$ cat config.mk
export PLATFORM = sky130hd
export DESIGN_NAME = cal_tod_counter
export DESIGN_NICKNAME = d
export VERILOG_FILES = /design/src/rtl/cal_pkg.sv /design/src/rtl/cal_field_step.sv /design/src/rtl/cal_hour_step.sv /design/src/rtl/cal_month_len.sv /design/src/rtl/cal_tod_counter.sv
export SDC_FILE = /design/constraint.sdc
export NUM_CORES = 1
export LEC_CHECK = 0
export ABC_AREA = 0
export BUFFER_PORTS_ARGS = -buffer_cell sky130_fd_sc_hd__buf_2
export CORE_ASPECT_RATIO = 1.1
export CORE_MARGIN = 2
export CORE_UTILIZATION = 60
export DETAILED_ROUTE_END_ITERATION = 8
export GPL_ROUTABILITY_DRIVEN = 0
export PLACE_DENSITY = 0.85
export SYNTH_ARGS = -nofsm -noshare
export SYNTH_HDL_FRONTEND = slang
export SYNTH_HIERARCHICAL = 1
export SYNTH_SLANG_ARGS = --single-unit
$ cat constraint.sdc
create_clock -name clk -period 13.9 [get_ports clk]
set_input_delay 1.39 -clock clk [delete_from_list [all_inputs] [get_ports clk]]
set_output_delay 1.39 -clock clk [all_outputs]
set_load 0.01 [all_outputs]
$ cat src/rtl/cal_pkg.sv
package cal_pkg;
  localparam int FW      = 8;
  localparam int HW      = FW / 2;
  localparam int NFIELD  = 7;
  localparam int SEL_W   = $clog2(NFIELD + 1);
  localparam int RADIX   = 10;
  localparam int SEC_TOP = 59;
  localparam int DOW_TOP = 7;
  localparam int MON_TOP = 12;
  localparam int YR_TOP  = 99;
  localparam int HR24_TOP = 23;
  localparam int HR12_TOP = 12;
  localparam int LEAP_MOD = 4;

  typedef enum logic [SEL_W-1:0] {
    F_SEC = 0, F_MIN = 1, F_HOUR = 2, F_DOW = 3, F_DOM = 4, F_MON = 5, F_YEAR = 6
  } field_e;

  typedef enum logic [1:0] {ST_IDLE, ST_ARM, ST_SETTLE} seq_e;

  function automatic logic [FW-1:0] to_bin(input logic [FW-1:0] x, input logic bcd);
    if (bcd) return FW'(x[FW-1:HW]) * FW'(RADIX) + FW'(x[HW-1:0]);
    return x;
  endfunction

  function automatic logic [FW-1:0] from_bin(input logic [FW-1:0] v, input logic bcd);
    if (bcd) return {HW'(v / FW'(RADIX)), HW'(v % FW'(RADIX))};
    return v;
  endfunction

  function automatic logic [FW-1:0] reset_val(input int idx);
    if (idx == int'(F_DOW) || idx == int'(F_DOM) || idx == int'(F_MON)) return FW'(1);
    return '0;
  endfunction
endpackage

$ cat src/rtl/cal_field_step.sv
module cal_field_step
  import cal_pkg::*;
#(
  parameter int LO = 0
) (
  input  logic [FW-1:0] cur_i,
  input  logic [FW-1:0] top_i,
  input  logic          bcd_i,
  input  logic          cin_i,
  output logic [FW-1:0] nxt_o,
  output logic          cout_o
);
  logic [FW-1:0] cur_b, nxt_b;
  logic          wrap;

  always_comb begin
    cur_b  = to_bin(cur_i, bcd_i);
    wrap   = (cur_b >= top_i);
    nxt_b  = wrap ? FW'(LO) : cur_b + FW'(1);
    nxt_o  = cin_i ? from_bin(nxt_b, bcd_i) : cur_i;
    cout_o = cin_i && wrap;
  end
endmodule

$ cat src/rtl/cal_hour_step.sv
module cal_hour_step
  import cal_pkg::*;
(
  input  logic [FW-1:0] cur_i,
  input  logic          bcd_i,
  input  logic          h24_i,
  input  logic          cin_i,
  output logic [FW-1:0] nxt_o,
  output logic          cout_o
);
  logic [FW-1:0] full_b, half_b, step_b, enc;
  logic          pm, pm_n, wrap;

  always_comb begin
    pm     = cur_i[FW-1];
    full_b = to_bin(cur_i, bcd_i);
    half_b = to_bin({1'b0, cur_i[FW-2:0]}, bcd_i);
    pm_n   = pm;
    wrap   = 1'b0;
    if (h24_i) begin
      wrap   = (full_b >= FW'(HR24_TOP));
      step_b = wrap ? '0 : full_b + FW'(1);
      enc    = from_bin(step_b, bcd_i);
    end else begin
      if (half_b == FW'(HR12_TOP - 1)) begin
        step_b = FW'(HR12_TOP);
        pm_n   = ~pm;
        wrap   = pm;
      end else if (half_b >= FW'(HR12_TOP) || half_b == '0) begin
        step_b = FW'(1);
      end else begin
        step_b = half_b + FW'(1);
      end
      enc = from_bin(step_b, bcd_i);
      enc[FW-1] = pm_n;
    end
    nxt_o  = cin_i ? enc : cur_i;
    cout_o = cin_i && wrap;
  end
endmodule

$ cat src/rtl/cal_month_len.sv
module cal_month_len
  import cal_pkg::*;
(
  input  logic [FW-1:0] mon_i,
  input  logic [FW-1:0] yr_i,
  input  logic          bcd_i,
  output logic [FW-1:0] days_o
);
  logic [FW-1:0] mb, yb;

  always_comb begin
    mb = to_bin(mon_i, bcd_i);
    yb = to_bin(yr_i, bcd_i);
    case (mb)
      FW'(2):                   days_o = (yb % FW'(LEAP_MOD) == '0) ? FW'(29) : FW'(28);
      FW'(4), FW'(6), FW'(9), FW'(11): days_o = FW'(30);
      default:                  days_o = FW'(31);
    endcase
  end
endmodule

$ cat src/rtl/cal_tod_counter.sv
module cal_tod_counter
  import cal_pkg::*;
(
  input  logic             clk,
  input  logic             rst,
  input  logic             tick_i,
  input  logic             bin_mode_i,
  input  logic             h24_mode_i,
  input  logic             set_i,
  input  logic             wr_en_i,
  input  logic [SEL_W-1:0] wr_sel_i,
  input  logic [FW-1:0]    wr_data_i,
  output logic [FW-1:0]    sec_o,
  output logic [FW-1:0]    min_o,
  output logic [FW-1:0]    hour_o,
  output logic [FW-1:0]    dow_o,
  output logic [FW-1:0]    dom_o,
  output logic [FW-1:0]    mon_o,
  output logic [FW-1:0]    year_o,
  output logic             uip_o
);
  logic [FW-1:0] fld_q [NFIELD];
  logic [FW-1:0] fld_n [NFIELD];
  logic [FW-1:0] days;
  logic          bcd;
  logic          c_sec, c_min, c_hour, c_dow, c_dom, c_mon, c_year;
  seq_e          st_q, st_n;
  logic          uip_q;

  assign bcd = ~bin_mode_i;

  cal_field_step #(.LO(0)) u_sec (
    .cur_i(fld_q[F_SEC]), .top_i(FW'(SEC_TOP)), .bcd_i(bcd), .cin_i(1'b1),
    .nxt_o(fld_n[F_SEC]), .cout_o(c_sec));

  cal_field_step #(.LO(0)) u_min (
    .cur_i(fld_q[F_MIN]), .top_i(FW'(SEC_TOP)), .bcd_i(bcd), .cin_i(c_sec),
    .nxt_o(fld_n[F_MIN]), .cout_o(c_min));

  cal_hour_step u_hour (
    .cur_i(fld_q[F_HOUR]), .bcd_i(bcd), .h24_i(h24_mode_i), .cin_i(c_min),
    .nxt_o(fld_n[F_HOUR]), .cout_o(c_hour));

  cal_field_step #(.LO(1)) u_dow (
    .cur_i(fld_q[F_DOW]), .top_i(FW'(DOW_TOP)), .bcd_i(bcd), .cin_i(c_hour),
    .nxt_o(fld_n[F_DOW]), .cout_o(c_dow));

  cal_month_len u_mlen (
    .mon_i(fld_q[F_MON]), .yr_i(fld_q[F_YEAR]), .bcd_i(bcd), .days_o(days));

  cal_field_step #(.LO(1)) u_dom (
    .cur_i(fld_q[F_DOM]), .top_i(days), .bcd_i(bcd), .cin_i(c_hour),
    .nxt_o(fld_n[F_DOM]), .cout_o(c_dom));

  cal_field_step #(.LO(1)) u_mon (
    .cur_i(fld_q[F_MON]), .top_i(FW'(MON_TOP)), .bcd_i(bcd), .cin_i(c_dom),
    .nxt_o(fld_n[F_MON]), .cout_o(c_mon));

  cal_field_step #(.LO(0)) u_year (
    .cur_i(fld_q[F_YEAR]), .top_i(FW'(YR_TOP)), .bcd_i(bcd), .cin_i(c_mon),
    .nxt_o(fld_n[F_YEAR]), .cout_o(c_year));

  // Update sequencer: announce, advance, settle.
  always_comb begin
    st_n = st_q;
    case (st_q)
      ST_IDLE:   if (tick_i && !set_i) st_n = ST_ARM;
      ST_ARM:    st_n = ST_SETTLE;
      default:   st_n = ST_IDLE;
    endcase
  end

  always_ff @(posedge clk) begin
    if (rst) begin
      st_q  <= ST_IDLE;
      uip_q <= 1'b0;
      for (int i = 0; i < NFIELD; i++) fld_q[i] <= reset_val(i);
    end else begin
      st_q  <= st_n;
      uip_q <= (st_n != ST_IDLE);
      if (st_q == ST_ARM && !set_i) begin
        for (int i = 0; i < NFIELD; i++) fld_q[i] <= fld_n[i];
      end else if (set_i && wr_en_i && wr_sel_i < SEL_W'(NFIELD)) begin
        fld_q[wr_sel_i] <= wr_data_i;
      end
    end
  end

  assign sec_o  = fld_q[F_SEC];
  assign min_o  = fld_q[F_MIN];
  assign hour_o = fld_q[F_HOUR];
  assign dow_o  = fld_q[F_DOW];
  assign dom_o  = fld_q[F_DOM];
  assign mon_o  = fld_q[F_MON];
  assign year_o = fld_q[F_YEAR];
  assign uip_o  = uip_q;

  logic [NFIELD*FW-1:0] snap;
  assign snap = {sec_o, min_o, hour_o, dow_o, dom_o, mon_o, year_o};

  a_r7_set_holds: assert property (@(posedge clk) disable iff (rst)
    (set_i && !wr_en_i) |=> $stable(snap));

  a_r7_no_uip_in_set: assert property (@(posedge clk) disable iff (rst)
    (set_i && !uip_o) |=> !uip_o);

  a_r9_change_gated: assert property (@(posedge clk) disable iff (rst)
    !$stable(snap) |-> ($past(uip_o && !set_i) || $past(set_i && wr_en_i)));

  a_r9_uip_two_cycles: assert property (@(posedge clk) disable iff (rst)
    $rose(uip_o) |=> uip_o);

  a_r9_uip_falls: assert property (@(posedge clk) disable iff (rst)
    (uip_o && $past(uip_o)) |=> !uip_o);

  a_r2_min_needs_sec_wrap: assert property (@(posedge clk) disable iff (rst)
    (!$past(set_i) && $past(uip_o) && !$stable(min_o)) |-> (sec_o == '0));
endmodule

# Yosys cells after proc, flatten, opt, wreduce, memory -nomap -nowiden

Memory sizes are Yosys's and may differ from the RTL's.
Index checks and enable logic that the tools add are counted.

RAM bits: 56
Memories kept: 1
Logic and storage cells: 150
Flip-flop bits (word level): 3
Output and inout port bits: 57

Div/mod/pow operators: 16
Muxes and demuxes: 67
Add/sub/neg operators: 16
Reduce and logical (&&, ||, !) cells: 16
Order comparisons: 9
Multipliers: 8
Eq/ne operators: 7
Bitwise gates (word level): 8

Memories:

| name  | words | bits a word | rd ports | clocked after Yosys merged registers in | write ports | RTL line              | text |
|---|---|---|---|---|---|---|---|
| fld_q | 7     | 8           | 7        | 0                                       | 7           | cal_tod_counter.sv:22 | `logic [FW-1:0] fld_q [NFIELD];` |

Operator list:

| operator                                                                             | number |
|---|---|
| 8-bit two-way mux                                                                    | 42 |
| 8-bit by 1-bit adder with 8-bit output (second input constant)                       | 8 |
| 8-bit by 4-bit divider with 8-bit output (second input constant)                     | 8 |
| 8-bit by 4-bit remainder unit with 8-bit output (second input constant)              | 8 |
| 8-bit by 4-bit adder with 8-bit output                                               | 7 |
| 4-bit by 3-bit multiplier with 7-bit output (second input constant)                  | 7 |
| 8-bit by 4-bit == test with 1-bit output (second input constant)                     | 3 |
| 1-bit two-way mux                                                                    | 19 |
| 8-bit by 3-bit == test with 1-bit output (second input constant)                     | 2 |
| 8-bit by 4-bit greater-or-equal comparator with 1-bit output (second input constant) | 2 |
| 8-bit by 6-bit greater-or-equal comparator with 1-bit output (second input constant) | 2 |
| 8-bit logical NOT                                                                    | 2 |
| 8-bit one-hot mux with 2 select lines                                                | 1 |
| 7-bit two-way mux                                                                    | 2 |
| 7-bit by 4-bit adder with 8-bit output                                               | 1 |
| 8-bit by 2-bit == test with 1-bit output (second input constant)                     | 1 |
| 8-bit by 3-bit greater-or-equal comparator with 1-bit output (second input constant) | 1 |
| 8-bit by 5-bit greater-or-equal comparator with 1-bit output (second input constant) | 1 |
| 8-bit by 7-bit greater-or-equal comparator with 1-bit output (second input constant) | 1 |
| 8-bit greater-or-equal comparator                                                    | 1 |
| 1-bit logical AND                                                                    | 8 |
| 8-bit OR reduction                                                                   | 1 |
| 1-bit bitwise OR                                                                     | 7 |
| 3-bit by 3-bit multiplier with 6-bit output (second input constant)                  | 1 |
| 11 further kinds                                                                     | 11 |

# Longest topological paths before layout

Gate-level depths: netlist of run 1.
An unclocked memory read counts as a cell.

Word-level depth: 15
Depth in mapped cells: 31
Mapped depth without buffers: 29

# Hierarchy

Netlist of run 1, hierarchy kept.

By module, submodules not included:

| module                     | cells an instance | area an instance (sq um) | times used | seq. area each (sq um) |
|---|---|---|---|---|
| cal_field_step (u_min ...) | 293               | 1,950.6                  | 2          | 0.0 |
| cal_field_step (u_dom ...) | 258               | 1,805.5                  | 2          | 0.0 |
| cal_tod_counter            | 163               | 2,603.7                  | 1          | 1,741.7 |
| cal_field_step (u_mon)     | 263               | 1,891.8                  | 1          | 0.0 |
| cal_field_step (u_year)    | 243               | 1,762.9                  | 1          | 0.0 |
| cal_hour_step              | 171               | 1,340.0                  | 1          | 0.0 |
| cal_month_len              | 54                | 414.1                    | 1          | 0.0 |

# Least setup slack after synthesis of run 1

OpenSTA, ideal clock, no wires.

Path kind: input port to flip-flop
Start: input bin_mode_i
End: memory fld_q[6][1], data pin
Arrival time: 7.394 ns
Stages on the path: 28
Path slack: 6.246 ns
Data required time: 13.640 ns
Buffers on the path: 8
Cells stage by stage: inv_1 > buf_2 > nand3b_1 > o21ba_2 > mux2_2 > nor2_2 > inv_1 > ha_1 > a211o_1 > a21oi_1 > a21oi_1 > and3_1 > buf_1 > clkbuf_1 > and3_1 > clkbuf_1 > o21ai_0 > nor2_1 > inv_1 > nor2_1 > clkbuf_1 > clkbuf_1 > and3_1 > buf_1 > clkbuf_1 > a31oi_1 > nor2b_1 > mux2_2

RTL lines:

| element            | RTL line              | text |
|---|---|---|
| start: declaration | cal_tod_counter.sv:7  | `input logic bin_mode_i,` |
| end: declaration   | cal_tod_counter.sv:22 |  |

==> summary.txt, run 1 <==
Finish
  • Most common cell after layout, fill and taps aside: nand2_1
  • Most frequent cells in the layout: nand2_1, inv_1, nor2_1, ha_1, a21oi_1
  • Finished Layout Cells: 2,382
  • Layout cells sized above 1: 13.9%
  • Nets@finish: 2,183
  • P&R area growth vs syn: 4.38%

Clock tree
  • Max Root-Sink Buffers: 2
  • TritonCTS clock tree: yes
  • Post-cts hold buffer count: 0
  • CTS root buffer: clkbuf_16
  • CTS Buf Count: 9
  • Clock Latency Late Sink: between 0.3 and 0.4 ns
  • Clk sink count: 59
  • Post-CTS Resized: 0
  • H-tree depth: 3
  • Post-CTS setup buffer count: 0
  • Clock-pin slew on the worst setup and hold paths: roughly 0.050 ns

Place
  • Pre-CTS setup slack: 5.00 ns
  • Dpl hpwl: 33.4 mm
  • # placed instances: 2,363
  • Port buffer count: 74

Critical path
  • Crit start category: primary input
  • Slack of the worst reg-to-reg path: about 5.8 ns
  • CP arrival: 8.90 ns
  • Critical Path End: fld_q[6][2]
  • Worst R2R End: fld_q[6][2]
  • Crit Path Category: in -> reg
  • R2R depth: 26
  • R2r startpoint: fld_q[0][5]
  • Worst-path fanout max: 79
  • Critical Path Sink Type: flop
  • Crit path launch: bin_mode_i
  • Data required, critical path: 13.97 ns

STA
  • RSZ-0062 raised after global routing: false
  • Setup violators final: 0
  • Pins over their slew limit: 0
  • Final period utilization: 63.5%
  • Final hold slack: 0.551 ns
  • Crit path time final: 8.82 ns
  • Worst-Margin Slew: 1.25 ns
  • Hold Violations, Final: 0
  • Fmax: 0.113 GHz
  • Setup TNS: 0 ns
  • Worst Setup Slack, final: just over 5 ns
  • Clk_skew: 0.00613 ns
  • Slew margin rel.: 15.6%

Die
  • Die span in x: 157 µm
  • Vert. Die Dim: 173 µm
  • Num rows: 61
  • Core Area: around 25,000 µm²
  • I/O pin count: 75
  • Die area: between 20,000 and 30,000 µm²
  • Starting density of the core: 61.2%

Yosys
  • Mapped Area: 15,500 µm²
  • Yosys Warn Count: 6
  • Mapped Avg Cell Area: 7.78 µm²
  • Cells after synthesis: between 1,500 and 2,000

Pwr
  • PwrDens: 86.5 nW/µm²
  • Leakage: 6.47 nW
  • Peak supply drop: 0.0581 mV

GRT
  • Initial antenna violation count: 5
  • Grt total ovfl: 0
  • Vias in the first global route: 15,000
  • GRT Total Usage: 31.3%
  • Largest net degree at the start of global routing: 80
  • Global-route wire length before repair: 72.4 mm

Drt
  • Drt total wl: about 44 mm
  • DR iter-0 viols: between 2,000 and 2,500
  • DRT Pass-1 Iters: 7
  • Avg Vias per Cell: 6.92
  • Via count: roughly 16,000
  • Post-DRT Antenna Nets: 0
  • # DRC: 0
  • Drt wl/cell: 18.6 µm

Flow run
  • Max Cap Viol: 0

Worst hold path
  • Worst min path class: reg -> reg
  • Hold Path Stages: 1

Run status
  • Outcome: finished, final reports clean
==> registers in the layout (all words and copies together) (netlist names) <==
register and flops:
fld_q 56, st_q 2, uip_o 1
==> power breakdown <==
group          internal, W  switching, W
registers         0.000205     0.0000222
logic             0.000353      0.000605
clock network     0.000136     0.0000788
total             0.000694      0.000706
==> worst min-delay path by stage <==
stage	slack (ns)	start	to
floorplan	0.50	st_q[0]	st_q[1]
global placement	0.52	st_q[0]	st_q[1]
detailed placement	0.53	st_q[0]	st_q[1]
CTS	0.54	st_q[0]	st_q[1]
global route	0.57	st_q[0]	st_q[1]
finish	0.55	st_q[0]	st_q[1]
==> area by class of cell <==
type | instances | area, µm²
antenna | 4 | 10.0
clock buffer | 9 | 225
clock inverter | 6 | 57.6
fill | 2192 | 9150
inverter | 152 | 598
multi-input combinational | 1725 | 12700
sequential | 59 | 1740
tap | 346 | 433
timing repair buffer | 81 | 423
==> worst max-delay path: stages <==
cell and delay (ns):
buf_2 0.12, inv_6 0.38, buf_4 0.74, nand3b_1 0.20, o21ba_2 0.34, mux2_2 0.37, nor2_2 0.26, inv_1 0.13
ha_1 0.32, a211o_1 0.12, a21oi_1 0.05, a21oi_1 0.28, and3_1 0.56, and3_1 0.60, o21ai_0 0.21, nor2_2 0.87
inv_1 0.23, nor2_1 0.17, buf_4 0.23, and3_1 0.52, o21ai_0 0.19, o21ai_0 0.11, o21ai_1 0.08, nor2b_1 0.13
mux2_2 0.26
==> routing by layer <==
| layer | share of wire (%) | track usage, % | vias to the layer above |
|---|---|---|---|
| met2 | 47 | 51.8 | 979 |
| met5 | 0.061 | 0 | - |
| li1 | - | - | 7665 |
| met1 | 40 | 40.5 | 7649 |
| met4 | 4.4 | 13.9 | 4 |
| met3 | 8.4 | 4.06 | 195 |
==> stage by stage <==
step	util (%)	total power, W	area, µm²
detailed placement	62.8	0.00115	15900
finish	63.9	0.00140	16200
CTS	63.9	0.00136	16200
floorplan	-	0.000985	15700
global placement	62.8	0.00112	15900
global route	63.9	0.00149	16200
Note: power is estimated with default switching activity, not from simulation.
==> run 2, diff against run 1 <==
--- a/config.mk
+++ b/config.mk
@@ -9,10 +9,10 @@
 export BUFFER_PORTS_ARGS = -buffer_cell sky130_fd_sc_hd__buf_2
 export CORE_ASPECT_RATIO = 1.1
 export CORE_MARGIN = 2
-export CORE_UTILIZATION = 60
+export CORE_UTILIZATION = 59
 export DETAILED_ROUTE_END_ITERATION = 8
 export GPL_ROUTABILITY_DRIVEN = 0
-export PLACE_DENSITY = 0.85
+export PLACE_DENSITY = 0.87
 export SYNTH_ARGS = -nofsm -noshare
 export SYNTH_HDL_FRONTEND = slang
 export SYNTH_HIERARCHICAL = 1
==> constraint.sdc (replaced) <==
create_clock -name clk -period 7.7 [get_ports clk]
set_input_delay 0.77 -clock clk [delete_from_list [all_inputs] [get_ports clk]]
set_output_delay 0.77 -clock clk [all_outputs]
set_load 0.01 [all_outputs]
==> run 2 against run 1 <==
  * Sequential share of layout area down 0.051 points
  * Combinational power rose by 82%
  * Largest power group unchanged
  * Largest cell class unchanged
  * Non-clock buffer count increased by 4
  * Total power is 83% higher
==> summary.txt, run 2 (synthesis results as in run 1) <==
Finish
  • Post-layout util: 62.6% (-1.3 points)
  • Register Area: 1740 µm² (unchanged)
  • P&R area growth vs syn: 4.88%
  • Nets@finish: 2,187 (+0.18%)
  • Fillers: 2,176 (-0.73%)
  • Area of the multi-input gates: 12,700 µm² (about the same)
  • Finished Layout Cells: 2,393 (+0.46%)
  • Most frequent cells in the layout: nand2_1, inv_1, nor2_1, ha_1, a21oi_1
  • Most common cell after layout, fill and taps aside: nand2_1
  • Reg with most FFs: fld_q
  • Layout cells sized above 1: 14.2% (+0.31 points)
  • Largest register FFs: 56 (unchanged)

Drt
  • DR iter-0 viols: 2,131 (+3.1%)
  • # DRC: 0 (unchanged)
  • Drt wl/cell: 19.1 µm (+2.5%)
  • DRT Pass-1 Iters: 8 (+1)
  • Drt total wl: 45.8 mm (+3.0%)
  • Via count: 16,900 (+2.2%)
  • Avg Vias per Cell: 7.05 (+1.8%)
  • Post-DRT Antenna Nets: 0 (unchanged)

Die
  • Die area: 27,600 µm² (+1.7%)
  • Core Area: 26,000 µm² (+2.6%)
  • I/O pin count: 75 (unchanged)
  • Starting density of the core: 59.7% (-1.5 points)
  • Num rows: 62 (+1.6%)
  • Vert. Die Dim: 174 µm (+0.82%)
  • Die span in x: 159 µm (+0.82%)

Pwr
  • Peak supply drop: 0.104 mV (+80%)
  • PwrDens: 157 nW/µm² (+82%)
  • Leakage: 6.50 nW (+0.57%)

Run status
  • Outcome: finished, final reports clean

STA
  • Fmax: approximately 0.14 GHz
  • Final period utilization: between 90% and 100%
  • Slew margin rel.: 13.7% (-1.9 points)
  • Clk_skew: 0.0105 ns (+0.00439 ns)
  • Pins over their slew limit: 0 (unchanged)
  • Setup violators final: 0 (unchanged)
  • Setup TNS: 0 ns (unchanged)
  • Crit path time final: 7.28 ns
  • Hold Violations, Final: 0 (unchanged)
  • Worst Setup Slack, final: 0.415 ns (-4.66 ns)
  • Final hold slack: 0.572 ns (+0.0214 ns)
  • Worst-Margin Slew: 1.28 ns (+0.0284 ns)
  • RSZ-0062 raised after global routing: false

Critical path
  • CP arrival: 7.48 ns (-1.42 ns)
  • CP most frequent cell: ha_1
  • Worst-path fanout max: 17 (-78%)
  • R2R depth: 29 (+12%)
  • Critical Path Sink Type: flop
  • Worst R2R End: fld_q[0][2]
  • Max incr delay on CP: 0.48 ns (-0.39 ns)
  • R2r startpoint: fld_q[0][5]
  • Slack of the worst reg-to-reg path: 0.42 ns (-5.34 ns)
  • Critical path's slowest cell: edfxtp_1
  • Crit Path Category: reg -> reg
  • Data required, critical path: 7.89 ns (-6.08 ns)
  • Crit start category: flop

GRT
  • Grt total ovfl: 0 (unchanged)
  • Initial antenna violation count: 6 (+1)
  • Largest net degree at the start of global routing: 100 (+25%)
  • GRT Total Usage: 32.4% (+1.1 points)
  • Global-route wire length before repair: 75.2 mm (+3.9%)
  • Vias in the first global route: 15,600 (+4.3%)

Place
  • Pre-CTS setup slack: 0.610 ns (-4.39 ns)
  • # placed instances: 2,373 (+0.42%)
  • Port buffer count: 74 (unchanged)
  • Dpl hpwl: 34.2 mm (+2.6%)

Clock tree
  • CTS Buf Count: 9 (unchanged)
  • Post-CTS Resized: 0 (unchanged)
  • CTS root buffer: clkbuf_16
  • Post-cts hold buffer count: 0 (unchanged)
  • Post-CTS setup buffer count: 0 (unchanged)
  • Clock-pin slew on the worst setup and hold paths: 0.06 ns (about the same)
  • Clk sink count: 59 (unchanged)
  • TritonCTS clock tree: yes
  • H-tree depth: 3 (unchanged)
  • Max Root-Sink Buffers: 2 (unchanged)
  • Clock Latency Late Sink: 0.33 ns (about the same)

Worst hold path
  • Hold Path Stages: 1 (unchanged)
  • WHS Endpoint: st_q[1]
  • Worst Hold Launch: st_q[0]
  • Worst min path class: reg -> reg

Flow run
  • Max Cap Viol: 0 (unchanged)
-- run 2: metrics by stage --
stage	total power (W)	area (µm²)
after floorplan	0.00178	15700
after global placement	0.00202	16000
after detailed placement	0.00208	16000
after CTS	0.00249	16300
after global routing	0.00273	16300
final	0.00256	16300
-- run 2: cell type report --
| type | count | area share [%] |
|---|---|---|
| Multi-Input combinational cell | 1725 | 78.1 |
| Timing Repair Buffer | 85 | 2.86 |
| Clock inverter | 7 | 0.469 |
| Sequential cell | 59 | 10.7 |
| Antenna cell | 4 | 0.0615 |
| Inverter | 152 | 3.68 |
| Tap cell | 352 | 2.71 |
| Clock buffer | 9 | 1.38 |
-- run 2: critical path: cells and delay by family, from the launching register on --
kind,cells,cell delay (ns)
buf+inv,2,0.20
flops,1,0.48
fa+ha+maj,5,1.62
compound gates,13,2.45
simple gates,7,1.70
mux,2,0.67
-- run 2: power breakdown --
group | leakage (nW) | total, W | internal (W) | switching, W
clock network | 0.142 | 0.000405 | 0.000252 | 0.000153
registers | 0.596 | 0.000409 | 0.000371 | 0.0000383
logic | 5.76 | 0.00174 | 0.000642 | 0.00110
total | 6.50 | 0.00256 | 0.00127 | 0.00129
-- run 2: worst max-delay path by stage --
| stage | from | endpoint | slack (ns) |
|---|---|---|---|
| 2_1_floorplan | fld_q[0][7] | fld_q[6][1] | 0.51 |
| 3_3_place_gp | fld_q[0][7] | fld_q[0][2] | 0.97 |
| 3_5_place_dp | fld_q[0][7] | fld_q[0][2] | 0.61 |
| 4_1_cts | fld_q[0][7] | fld_q[0][2] | 0.57 |
| 5_1_grt | fld_q[0][7] | fld_q[0][2] | 0.01 |
| 6_report | fld_q[0][5] | fld_q[0][2] | 0.42 |
-- run 2: layer usage --
metal  GRT usage, %  up-vias  wire length (µm)
li1               -     7686                 -
met5              0        -                24
met3           6.38      212              4390
met4           15.7        4              2160
met2           52.8     1080             21300
met1           40.7     7878             17800
